### config.mk
export PLATFORM = sky130hd
export DESIGN_NAME = pkt_pattern_matcher
export DESIGN_NICKNAME = d
export VERILOG_FILES = /design/src/rtl/pm_pkg.sv /design/src/rtl/pm_nibble_window.sv /design/src/rtl/pm_masked_cmp.sv /design/src/rtl/pm_ts_capture.sv /design/src/rtl/pkt_pattern_matcher.sv
export SDC_FILE = /design/constraint.sdc
export NUM_CORES = 1
export LEC_CHECK = 0
export BUFFER_PORTS_ARGS = -buffer_cell sky130_fd_sc_hd__buf_2
export CAP_MARGIN = 20
export CORE_MARGIN = 1.5
export CORE_UTILIZATION = 40
export CTS_CLUSTER_SIZE = 40
export DETAILED_ROUTE_END_ITERATION = 8
export PLACE_DENSITY_LB_ADDON = 0.08
export REMOVE_ABC_BUFFERS = 1
export SLEW_MARGIN = 20
export SYNTH_ARGS = -nofsm -noshare
export SYNTH_HDL_FRONTEND = slang
export SYNTH_SLANG_ARGS = --single-unit
### constraint.sdc
create_clock -name clk -period 2.7 [get_ports clk]
set_clock_uncertainty 0.05 [all_clocks]
set_input_delay 0.675 -clock clk [delete_from_list [all_inputs] [get_ports clk]]
set_output_delay 0.675 -clock clk [all_outputs]
set_load 0.02 [all_outputs]
### src/rtl/pm_pkg.sv
package pm_pkg;
  localparam int NIB_W = 4;
  localparam int PAT_W = 24;
  localparam int WIN_NIBS = PAT_W / NIB_W;
  localparam int WIN_BYTES = WIN_NIBS / 2;
  localparam int HI_W = 8;
  localparam int LO_W = PAT_W - HI_W;

  typedef logic [PAT_W-1:0] word_t;
  typedef logic [NIB_W-1:0] nib_t;
endpackage

### src/rtl/pm_nibble_window.sv
module pm_nibble_window
  import pm_pkg::*;
#(
  parameter int LOC_W = 8
) (
  input  logic             clk,
  input  logic             rst_n,
  input  logic             clear,
  input  logic             shift_en,
  input  nib_t             nib,
  output logic [LOC_W-1:0] cnt,
  output word_t            win
);
  localparam logic [LOC_W-1:0] CNT_MAX = {LOC_W{1'b1}};

  word_t sr;

  always_ff @(posedge clk or negedge rst_n) begin
    if (!rst_n) begin
      sr  <= '0;
      cnt <= '0;
    end else if (clear) begin
      sr  <= '0;
      cnt <= '0;
    end else if (shift_en) begin
      sr <= {sr[PAT_W-NIB_W-1:0], nib};
      if (cnt != CNT_MAX) cnt <= cnt + 1'b1;
    end
  end

  // The newest nibble sits at the bottom of sr. Swapping each nibble pair puts
  // every byte in high-nibble-first order.
  for (genvar g = 0; g < WIN_BYTES; g++) begin : g_swap
    assign win[8*g+7 -: 4] = sr[8*g+3 -: 4];
    assign win[8*g+3 -: 4] = sr[8*g+7 -: 4];
  end

  assert_cnt_clear_R9: assert property (@(posedge clk) disable iff (!rst_n)
    clear |=> (cnt == '0));
  assert_cnt_hold_R2: assert property (@(posedge clk) disable iff (!rst_n)
    (!clear && !shift_en) |=> $stable(cnt) && $stable(win));
endmodule

### src/rtl/pm_masked_cmp.sv
module pm_masked_cmp
  import pm_pkg::*;
(
  input  logic [HI_W-1:0] pat_hi,
  input  logic [LO_W-1:0] pat_lo,
  input  logic [HI_W-1:0] msk_hi,
  input  logic [LO_W-1:0] msk_lo,
  input  word_t           win,
  output logic            equal
);
  word_t pat, msk, diff;

  always_comb begin
    pat   = {pat_hi, pat_lo};
    msk   = {msk_hi, msk_lo};
    diff  = (win ^ pat) & ~msk;
    equal = (diff == '0);
  end
endmodule

### src/rtl/pm_ts_capture.sv
module pm_ts_capture #(
  parameter int TIME_W = 32
) (
  input  logic              clk,
  input  logic              rst_n,
  input  logic              sfd_done,
  input  logic [TIME_W-1:0] time_now,
  input  logic              fire,
  output logic              ts_valid,
  output logic [TIME_W-1:0] ts_time
);
  always_ff @(posedge clk or negedge rst_n) begin
    if (!rst_n) begin
      ts_time  <= '0;
      ts_valid <= 1'b0;
    end else begin
      if (sfd_done) ts_time <= time_now;
      ts_valid <= fire;
    end
  end

  assert_ts_latch_R10: assert property (@(posedge clk) disable iff (!rst_n)
    sfd_done |=> (ts_time == $past(time_now)));
  assert_ts_hold_R10: assert property (@(posedge clk) disable iff (!rst_n)
    !sfd_done |=> $stable(ts_time));
endmodule

### src/rtl/pkt_pattern_matcher.sv
module pkt_pattern_matcher
  import pm_pkg::*;
#(
  parameter int LOC_W  = 8,
  parameter int TIME_W = 32
) (
  input  logic              clk,
  input  logic              rst_n,
  input  logic              nib_valid,
  output logic              nib_ready,
  input  logic [3:0]        nib_data,
  input  logic              frm_start,
  input  logic              frm_end,
  input  logic              sfd_done,
  input  logic [TIME_W-1:0] time_now,
  input  logic              cfg_enable,
  input  logic [LOC_W-1:0]  cfg_loc,
  input  logic [7:0]        cfg_pat_hi,
  input  logic [15:0]       cfg_pat_lo,
  input  logic [7:0]        cfg_msk_hi,
  input  logic [15:0]       cfg_msk_lo,
  output logic              match_flag,
  output logic              ts_valid,
  output logic [TIME_W-1:0] ts_time
);
  logic             active, eval_done;
  logic [LOC_W-1:0] cnt;
  word_t            win;
  logic             cmp_equal, eval_hit, shift_en, fire;

  assign nib_ready = 1'b1;
  assign shift_en  = nib_valid && active && !frm_start;
  assign eval_hit  = active && !eval_done && (cnt == cfg_loc) && !frm_start;
  assign fire      = eval_hit && cfg_enable && cmp_equal;

  pm_nibble_window #(.LOC_W(LOC_W)) u_window (
    .clk(clk), .rst_n(rst_n), .clear(frm_start), .shift_en(shift_en),
    .nib(nib_data), .cnt(cnt), .win(win)
  );

  pm_masked_cmp u_cmp (
    .pat_hi(cfg_pat_hi), .pat_lo(cfg_pat_lo),
    .msk_hi(cfg_msk_hi), .msk_lo(cfg_msk_lo),
    .win(win), .equal(cmp_equal)
  );

  pm_ts_capture #(.TIME_W(TIME_W)) u_ts (
    .clk(clk), .rst_n(rst_n), .sfd_done(sfd_done), .time_now(time_now),
    .fire(fire), .ts_valid(ts_valid), .ts_time(ts_time)
  );

  always_ff @(posedge clk or negedge rst_n) begin
    if (!rst_n) begin
      active     <= 1'b0;
      eval_done  <= 1'b0;
      match_flag <= 1'b0;
    end else if (frm_start) begin
      active     <= 1'b1;
      eval_done  <= 1'b0;
      match_flag <= 1'b0;
    end else begin
      if (frm_end) active <= 1'b0;
      if (eval_hit) begin
        eval_done  <= 1'b1;
        match_flag <= fire;
      end
    end
  end

  assert_ts_needs_match_R11: assert property (@(posedge clk) disable iff (!rst_n)
    ts_valid |-> match_flag);
  assert_ts_single_R11: assert property (@(posedge clk) disable iff (!rst_n)
    ts_valid |=> !ts_valid);
  assert_disabled_quiet_R6: assert property (@(posedge clk) disable iff (!rst_n)
    !cfg_enable |=> !ts_valid);
  assert_start_clears_R9: assert property (@(posedge clk) disable iff (!rst_n)
    frm_start |=> !match_flag && !ts_valid);
  assert_eval_once_R12: assert property (@(posedge clk) disable iff (!rst_n)
    (eval_done && !frm_start) |=> $stable(match_flag) && !ts_valid);
endmodule

---- After elaboration in Yosys (flattened, before gate mapping) ----
Cells that the tools add are included.
cells by class
  add/sub/neg operators ................... 1
  equality and inequality tests ........... 2
  multiplexer cells ....................... 11
  bitwise operators ....................... 3
  reductions and logical operators ........ 15
operators by type and width
  operator               count
  $mux W24               2
  $and A24 B24 Y24       1
  $logic_not A24 Y1      1
  $mux W8                3
  $not A24 Y24           1
  $xor A24 B24 Y24       1
  $add A8 B1 Y8 const B  1
  $eq A8 B8 Y1           1
  $ne A8 B8 Y1 const B   1
  $reduce_bool A2 Y1     4
  $logic_and A1 B1 Y1    7
  $mux W1                6
  $logic_not A1 Y1       2
  $reduce_and A2 Y1      1
storage, ports and cells
  flip-flop bits (word level) ............. 68
  bits of input ports ..................... 99
  word-level logic and storage cells ...... 39

---- Longest topological paths before layout ----
Gate-level depths: netlist (run 1).
  depth in word-level cells ............... 8
  mapped depth ............................ 6
  mapped depth without buffers ............ 6

---- Modules after synthesis ----
A second synthesis (run 1) with hierarchy kept.
unflattened totals
  cells, all modules ...................... 267
  area, all modules ....................... 3399.5 um^2
by module, submodules not included
  module               times used  cells an instance  area each (um^2)
  pm_nibble_window     1           127                1461.4
  pm_ts_capture        1           69                 1370.1
  pm_masked_cmp        1           40                 310.3
  pkt_pattern_matcher  1           31                 257.7

---- Worst setup path before layout (run 1) ----
Ideal clock, no wire load.
  kind .................................... reg2reg
  from .................................... register u_window.cnt[0]
  to ...................................... register u_window.cnt[4]
  library setup time ...................... 0.132 ns
  data arrival time ....................... 1.480 ns
  required time ........................... 2.518 ns
  setup slack ............................. 1.038 ns
  cell stages (with the launch flop) ...... 7
  buffers on the path ..................... 0
  clock period less this slack ............ 1.662 ns
  path through ............................ dfrtp_1 -> ha_1 -> and2_1 -> a41oi_1 -> and3_1 -> xnor2_1 -> nor2_1
between the ends
  cells in the longest elaborated chain, start to end .. 4
  elaborated cells between the ends (all ways) .. 7
RTL lines
  item                      RTL line                source
  start: declaration        pm_nibble_window.sv:11  output logic [LOC_W-1:0] cnt,
  start signal: assignment  pm_nibble_window.sv:27  if (cnt != CNT_MAX) cnt <= cnt + 1'b1;
  $add A8 B1 Y8             pm_nibble_window.sv:27
  $mux W8                   pm_nibble_window.sv:27
  $mux W8                   pm_nibble_window.sv:25  end else if (shift_en) begin
  $mux W8                   pm_nibble_window.sv:22  end else if (clear) begin
Several ways; a longest one is shown, not always the timed one. The select of a mux whose other input is x is not followed.
A chain may end at the register's enable or synchronous reset.

---- Final worst setup path (run 1) ----
Ends and elaborated chain as after synthesis.

==> metrics.csv, run 1 <==
stage;metric;value;unit
synth;Synth Area in Simple Gates;11.7;%
sta;RSZ-0062 raised after global routing;false;
route;drt via density;4.79;
synth;Yosys top cell area share;55.2;%
cts;CTS tree;built;
sta;final setup TNS;0;ps
placement;placed inst area;3850;µm²
setup_path;CP max-delay cell;dfrtp_1;
global_routing;vias in the first global route;2436;
power_and_ir_drop;pwr dens;601;nW/µm²
sta;max-slew violations;0;
cts;clock slew at reported path FFs;70;ps
synth;Mean Syn Cell Area;10.9;µm²
power_and_ir_drop;Static Leakage;1.89;nW
setup_path;CP Data Required Time;2870;ps
placement;post-place setup slack;609;ps
setup_path;Critical R2R Launch;u_window.cnt[0];
sta;crit share post-route;68.6;%
placement;IO Port Bufs;132;
setup_path;data arrival time of the critical path;2020;ps
synth;post-synth cell types;31;
power_and_ir_drop;worst vdd ir;407;µV
synth;mux cell area share after synthesis;12.0;%
setup_path;slowest stage delay, CP;440;ps
global_routing;largest net degree at the start of global routing;69;
global_routing;total track usage;16.8;%
sta;actual slew at the worst max-slew pin;691;ps
setup_path;crit path max fanout;4;
cts;clock latency on the worst-skew pair;340;ps
cts;CTS buffer count;9;
setup_path;Critical Path End Type;register;
synth;post-synthesis xor/xnor area fraction;10.5;%
cts;Clock Path Buffers;2;
synth;Compound-Gate Fraction of Synth Area;7.91;%
die;Top-Level Pins;134;
cells_and_area;area grow syn2layout;32.4;%
cts;Post-CTS Setup Inserts;0;
route;drt drc;0;
synth;Post-Synthesis Cell Area;3090;µm²
job;max_cap viols;0;
setup_path;Worst Reg-to-Reg Cells;6;
cts;CTS root buf;clkbuf_8;
cts;H-tree depth;3;
die;die width;90.8;µm
route;drt wl/cell;12.9;µm
sta;fmax;0.540;GHz
die;area of the die;8250;µm²
route;initial DRC count;104;
global_routing;grt ovf;0;
power_and_ir_drop;Power Total;2.45;mW
sta;post-route setup slack;847;ps
cts;clock sinks;68;
synth;Post-Syn Instances;283;
synth;largest family of logic cells by synthesized area;multiplexers;
synth;synth warn;0;
sta;minimum clock period;1850;ps
cells_and_area;Storage cell area;1700;µm²
global_routing;global-route wire length before repair;11000;µm
cells_and_area;Ant. Diodes;0;
cts;hold_buf cts;0;
synth;sequential-to-total area share from yosys stat;55.2;%
setup_path;Worst R2R End;u_window.cnt[4];
cells_and_area;most frequent cells in the layout;132 x buf_2, 68 x dfrtp_1, 54 x nand2_1;
placement;gp weighted congestion;0.754;
cells_and_area;Fill cells;688;
die;Initial Util;41.9;%
cells_and_area;final instance area;4080;µm²
cells_and_area;commonest non-fill, non-tap cell in the layout;buf_2;
die;Core Box Area;7370;µm²
run_status;status;complete, no violations;
cells_and_area;Multi-input gate area;1320;µm²
hold_path;Hold WC Path Type;primary input to async pin;
setup_path;WS Path Type;register to register;
synth;Seq cells post-synth;68;
sta;Final Hold Viols;0;
synth;Area contributors post-synth;dfrtp_1 55%, mux2_2 12%, xnor2_1 10%;
cells_and_area;final net count;516;
setup_path;reg2reg setup slack;850;ps
route;Antenna Nets Post-Route;0;
synth;Post-Synth Adder-Cell Area;0.406;%
die;die height;90.8;µm
cells_and_area;share of cells above drive strength 1;43.7;%
route;Total Wirelength;6720;µm
setup_path;CP Cell Sequence;ha_1 > and2_1 > a41oi_1 > and3_1 > xnor2_1 > nor2_1;
die;Core Rows;31;
cts;post-CTS sizing;0;
sta;Max-slew headroom;54.0;%
setup_path;startpoint types;register;
route;drt pass-1 iters;4;
synth;largest area contributor in the netlist;dfrtp_1;
route;detailed-route via count;2493;
sta;Hold Slack;277;ps
placement;Final HPWL DP;4880;µm
global_routing;initial antenna violation count;0;
sta;final setup violating endpoints;0;
-- per-stage QoR --
step | instances | utilization (%)
detailed placement | 504 | 52.3
floorplan | 269 | -
global placement | 504 | 52.3
global route | 520 | 55.4
CTS | 520 | 55.4
finish | 520 | 55.4
-- flip-flops by register name (all words and copies together), names as in the netlist --
| register | cells |
|---|---|
| match_flag | 1 |
| u_ts.ts_valid | 1 |
| eval_done | 1 |
| active | 1 |
| u_window.sr | 24 |
| u_window.cnt | 8 |
| u_ts.ts_time | 32 |
-- layer usage --
metal | part of all wire, % | up-vias | global-route usage [%] | wire [µm]
li1 | - | 1222 | - | -
met1 | 43 | 1177 | 21.2 | 2920
met2 | 46 | 85 | 26.1 | 3120
met3 | 8.7 | 9 | 6.14 | 586
met4 | 1.5 | 0 | 7.03 | 100
met5 | 0 | - | 0 | 0
-- critical path, delay by kind of cell (launching register included) --
family	cells	cell delay [ps]
xor+xnor	1	120
simple gates	3	480
fa+ha+maj	1	230
compound gates	1	420
flops	1	440
-- synthesized netlist by cell type --
cell type and n:
nand4_1 2, nor4_1 2, a41o_1 1, conb_1 1
and3_4 1, and3_1 1, a21oi_1 26, dfrtp_1 68
mux2_2 32, xnor2_1 36, buf_4 1, nor3_1 3
or3b_2 1, a41oi_1 1, mux2i_1 1, o21ai_0 2
ha_1 1, o2111ai_1 1, nand3b_1 1, or3_1 1
nand3_1 3, nand2_1 54, nand2b_1 1, clkbuf_1 10
xor2_1 1, inv_1 2, buf_2 3, nor2_1 12
and2_1 2, a21o_1 1, o22ai_1 11
-- worst max path at each step --
| stage | from | end | slack, ps | depth (start not counted) |
|---|---|---|---|---|
| 6_report | u_window.cnt[0] | u_window.cnt[4] | 850 | 6 |
| 5_1_grt | u_window.cnt[0] | u_window.cnt[4] | 730 | 6 |
| 4_1_cts | u_window.cnt[0] | u_window.cnt[4] | 860 | 6 |
| 3_5_place_dp | cfg_pat_lo[0] | match_flag | 610 | 6 |
| 3_3_place_gp | cfg_pat_lo[0] | match_flag | 640 | 6 |
| 2_1_floorplan | nib_valid | u_window.cnt[3] | 740 | 4 |
-- cells by family (layout without fill, tap and decap cells) --
| group | after synthesis | in the layout |
|---|---|---|
| multiplexers | 33 | 33 |
| buffers and inverters | 16 | 154 |
| AO/OA/AOI/OAI | 43 | 43 |
| AND/OR/NAND/NOR | 84 | 84 |
| other | 1 | 1 |
| adder cells (fa/ha/maj) | 1 | 1 |
| flip-flops | 68 | 68 |
| XOR/XNOR | 37 | 37 |
-- cell type report --
| class | instances | share of cell area, % |
|---|---|---|
| Clock inverter | 5 | 2.45 |
| Multi-Input combinational cell | 199 | 32.2 |
| Clock buffer | 11 | 3.22 |
| Sequential cell | 68 | 41.7 |
| Timing Repair Buffer | 136 | 17.2 |
| Tap cell | 99 | 3.03 |
| Inverter | 2 | 0.184 |
-- power by group --
part           switching [mW]  internal [mW]  leakage (nW)  total (mW)
combinational           0.194          0.169         0.898       0.364
clock                   0.371          0.611         0.117       0.982
sequential             0.0322           1.08         0.871        1.11
total                   0.597           1.86          1.89        2.45
Power figures use the tool's default switching activity.
==> run 2: changes to the inputs <==
==> constraint.sdc (replaced) <==
create_clock -name clk -period 1.79 [get_ports clk]
set_clock_uncertainty 0.05 [all_clocks]
set_input_delay 0.4475 -clock clk [delete_from_list [all_inputs] [get_ports clk]]
set_output_delay 0.4475 -clock clk [all_outputs]
set_load 0.02 [all_outputs]
==> run 2 against run 1 <==
  * Critical path depth down 1
  * Combinational power up 58%
  * Cell count up 0.96%
  * Worst setup slack worse by 750 ps
  * Critical path type unchanged
==> metrics.csv, run 2 (synthesized netlist as in run 1, its figures left out) <==
stage;metric;value;unit;change
run_status;status;complete, no violations;;
die;Top-Level Pins;134;;unchanged
global_routing;vias in the first global route;2425;;-0.45%
placement;IO Port Bufs;132;;unchanged
power_and_ir_drop;pwr dens;913;nW/µm²;+52%
power_and_ir_drop;Static Leakage;1.93;nW;+2.3%
global_routing;initial antenna violation count;0;;unchanged
cells_and_area;commonest non-fill, non-tap cell in the layout;buf_2;;
die;Core Rows;31;;unchanged
die;die height;90.8;µm;unchanged
die;Initial Util;41.9;%;unchanged
sta;max-slew violations;0;;unchanged
sta;Final Hold Viols;0;;unchanged
cells_and_area;most frequent cells in the layout;132 x buf_2, 68 x dfrtp_1, 54 x nand2_1;;
cells_and_area;area grow syn2layout;35.0;%;
cells_and_area;Regs by FF count;u_ts.ts_time: 32 flops, u_window.sr: 24 flops, u_window.cnt: 8 flops;;
route;drt wl/cell;13.1;µm;+1.5%
cts;hold_buf cts;0;;unchanged
hold_path;Hold WC Path Type;primary input to async pin;;
die;die width;90.8;µm;unchanged
route;drt via density;4.70;;-2.0%
cts;clock slew at reported path FFs;70;ps;about the same
cts;post-CTS sizing;0;;unchanged
setup_path;crit path max fanout;5;;+1
route;drt drc;0;;unchanged
placement;Final HPWL DP;4960;µm;+1.7%
route;Total Wirelength;6890;µm;+2.5%
job;max_cap viols;0;;unchanged
sta;fmax;0.592;GHz;+9.7%
cts;clock sinks;68;;unchanged
cells_and_area;max reg flops;32;;unchanged
cts;CTS root buf;clkbuf_8;;
cells_and_area;Most flops, register;u_ts.ts_time;;
placement;gp weighted congestion;0.783;;+3.8%
setup_path;Critical R2R Launch;u_window.cnt[0];;
sta;minimum clock period;1690;ps;-164 ps
die;area of the die;8250;µm²;unchanged
cts;CTS buffer count;9;;unchanged
power_and_ir_drop;Power Total;3.80;mW;+55%
setup_path;WS Path Type;register to register;;
global_routing;global-route wire length before repair;11400;µm;+3.3%
cts;CTS tree;built;;
cells_and_area;final net count;521;;+0.97%
setup_path;Worst Setup SP;u_window.cnt[0];;
cts;Post-CTS Setup Inserts;0;;unchanged
cells_and_area;Fill cells;679;;-1.3%
route;Antenna Nets Post-Route;0;;unchanged
global_routing;grt ovf;0;;unchanged
cts;H-tree depth;3;;unchanged
sta;Hold Slack;54.2;ps;-223 ps
cts;Clock Path Buffers;2;;unchanged
sta;final setup TNS;0;ps;unchanged
global_routing;largest net degree at the start of global routing;69;;unchanged
setup_path;data arrival time of the critical path;1900;ps;-120 ps
cells_and_area;share of cells above drive strength 1;44.6;%;+0.90 points
power_and_ir_drop;worst vdd ir;631;µV;+55%
route;drt pass-1 iters;4;;unchanged
global_routing;total track usage;17.7;%;+0.84 points
die;Core Box Area;7370;µm²;unchanged
sta;final setup violating endpoints;0;;unchanged
sta;RSZ-0062 raised after global routing;false;;
route;initial DRC count;51;;-51%
setup_path;Critical Path End Type;register;;
route;detailed-route via count;2467;;-1.0%
cts;clock latency on the worst-skew pair;340;ps;about the same
setup_path;startpoint types;register;;
setup_path;CP Data Required Time;2000;ps;-870 ps
cells_and_area;Ant. Diodes;0;;unchanged
sta;crit share post-route;94.4;%;+26 points
-- run 2: changes by cell type in the layout (fill, tap and decap cells not counted), sizes merged --
cell	delta
buf	+5
clkbuf	+1
clkinv	-1
-- run 2: report_power, final --
part	total [mW]	switching (mW)	leakage, nW	internal, mW
clock network	1.56	0.561	0.127	1.00
logic	0.574	0.303	0.932	0.271
registers	1.67	0.0454	0.871	1.62
total	3.80	0.909	1.93	2.89
-- run 2: worst paths after layout --
path | endpoint | slack [ps] | depth (start not counted)
worst min-delay path | active | 50 | 2
worst min register to register | u_ts.ts_time[16] | 450 | 1
max in group asynchronous | u_window.sr[2] | 1330 | 2
worst max-delay path | u_window.cnt[3] | 100 | 5
worst max register to register | u_window.cnt[3] | 100 | 5
min in group clk | u_ts.ts_time[12] | 290 | 2
-- run 2: worst max-delay path, stage by stage, from the launching register on --
cell and delay (ps):
dfrtp_1 380, ha_1 210, and2_1 190, a41o_1 290
or3_1 350, a21oi_1 140
-- run 2: per-layer routing --
metal | GRT usage (%) | vias up | routed length (µm) | part of all wire, %
met5 | 0 | - | 0 | 0
li1 | - | 1232 | - | -
met3 | 6.73 | 7 | 591 | 8.6
met1 | 23.0 | 1134 | 3110 | 45
met2 | 26.4 | 94 | 3090 | 45
met4 | 7.42 | 0 | 105 | 1.5
-- run 2: layout make-up --
type                            instances  area [µm²]  area share (%)
Multi-Input combinational cell        199        1320            31.6
Clock inverter                          4        95.1            2.28
Inverter                                2        7.51           0.180
Clock buffer                           12         155            3.72
Sequential cell                        68        1700            40.9
Tap cell                               99         124            2.97
Timing Repair Buffer                  141         766            18.4
-- run 2: stage by stage --
stage | instance area (µm²) | utilization (%) | worst slack [ps] | std cells
6_report | 4170 | 56.5 | 101 | 525
5_1_grt | 4170 | 56.5 | 14.3 | 525
4_1_cts | 4170 | 56.5 | 103 | 525
3_5_place_dp | 3920 | 53.1 | 1.25 | 509
3_3_place_gp | 3920 | 53.1 | 91.6 | 509
2_1_floorplan | 3030 | - | 61.4 | 269
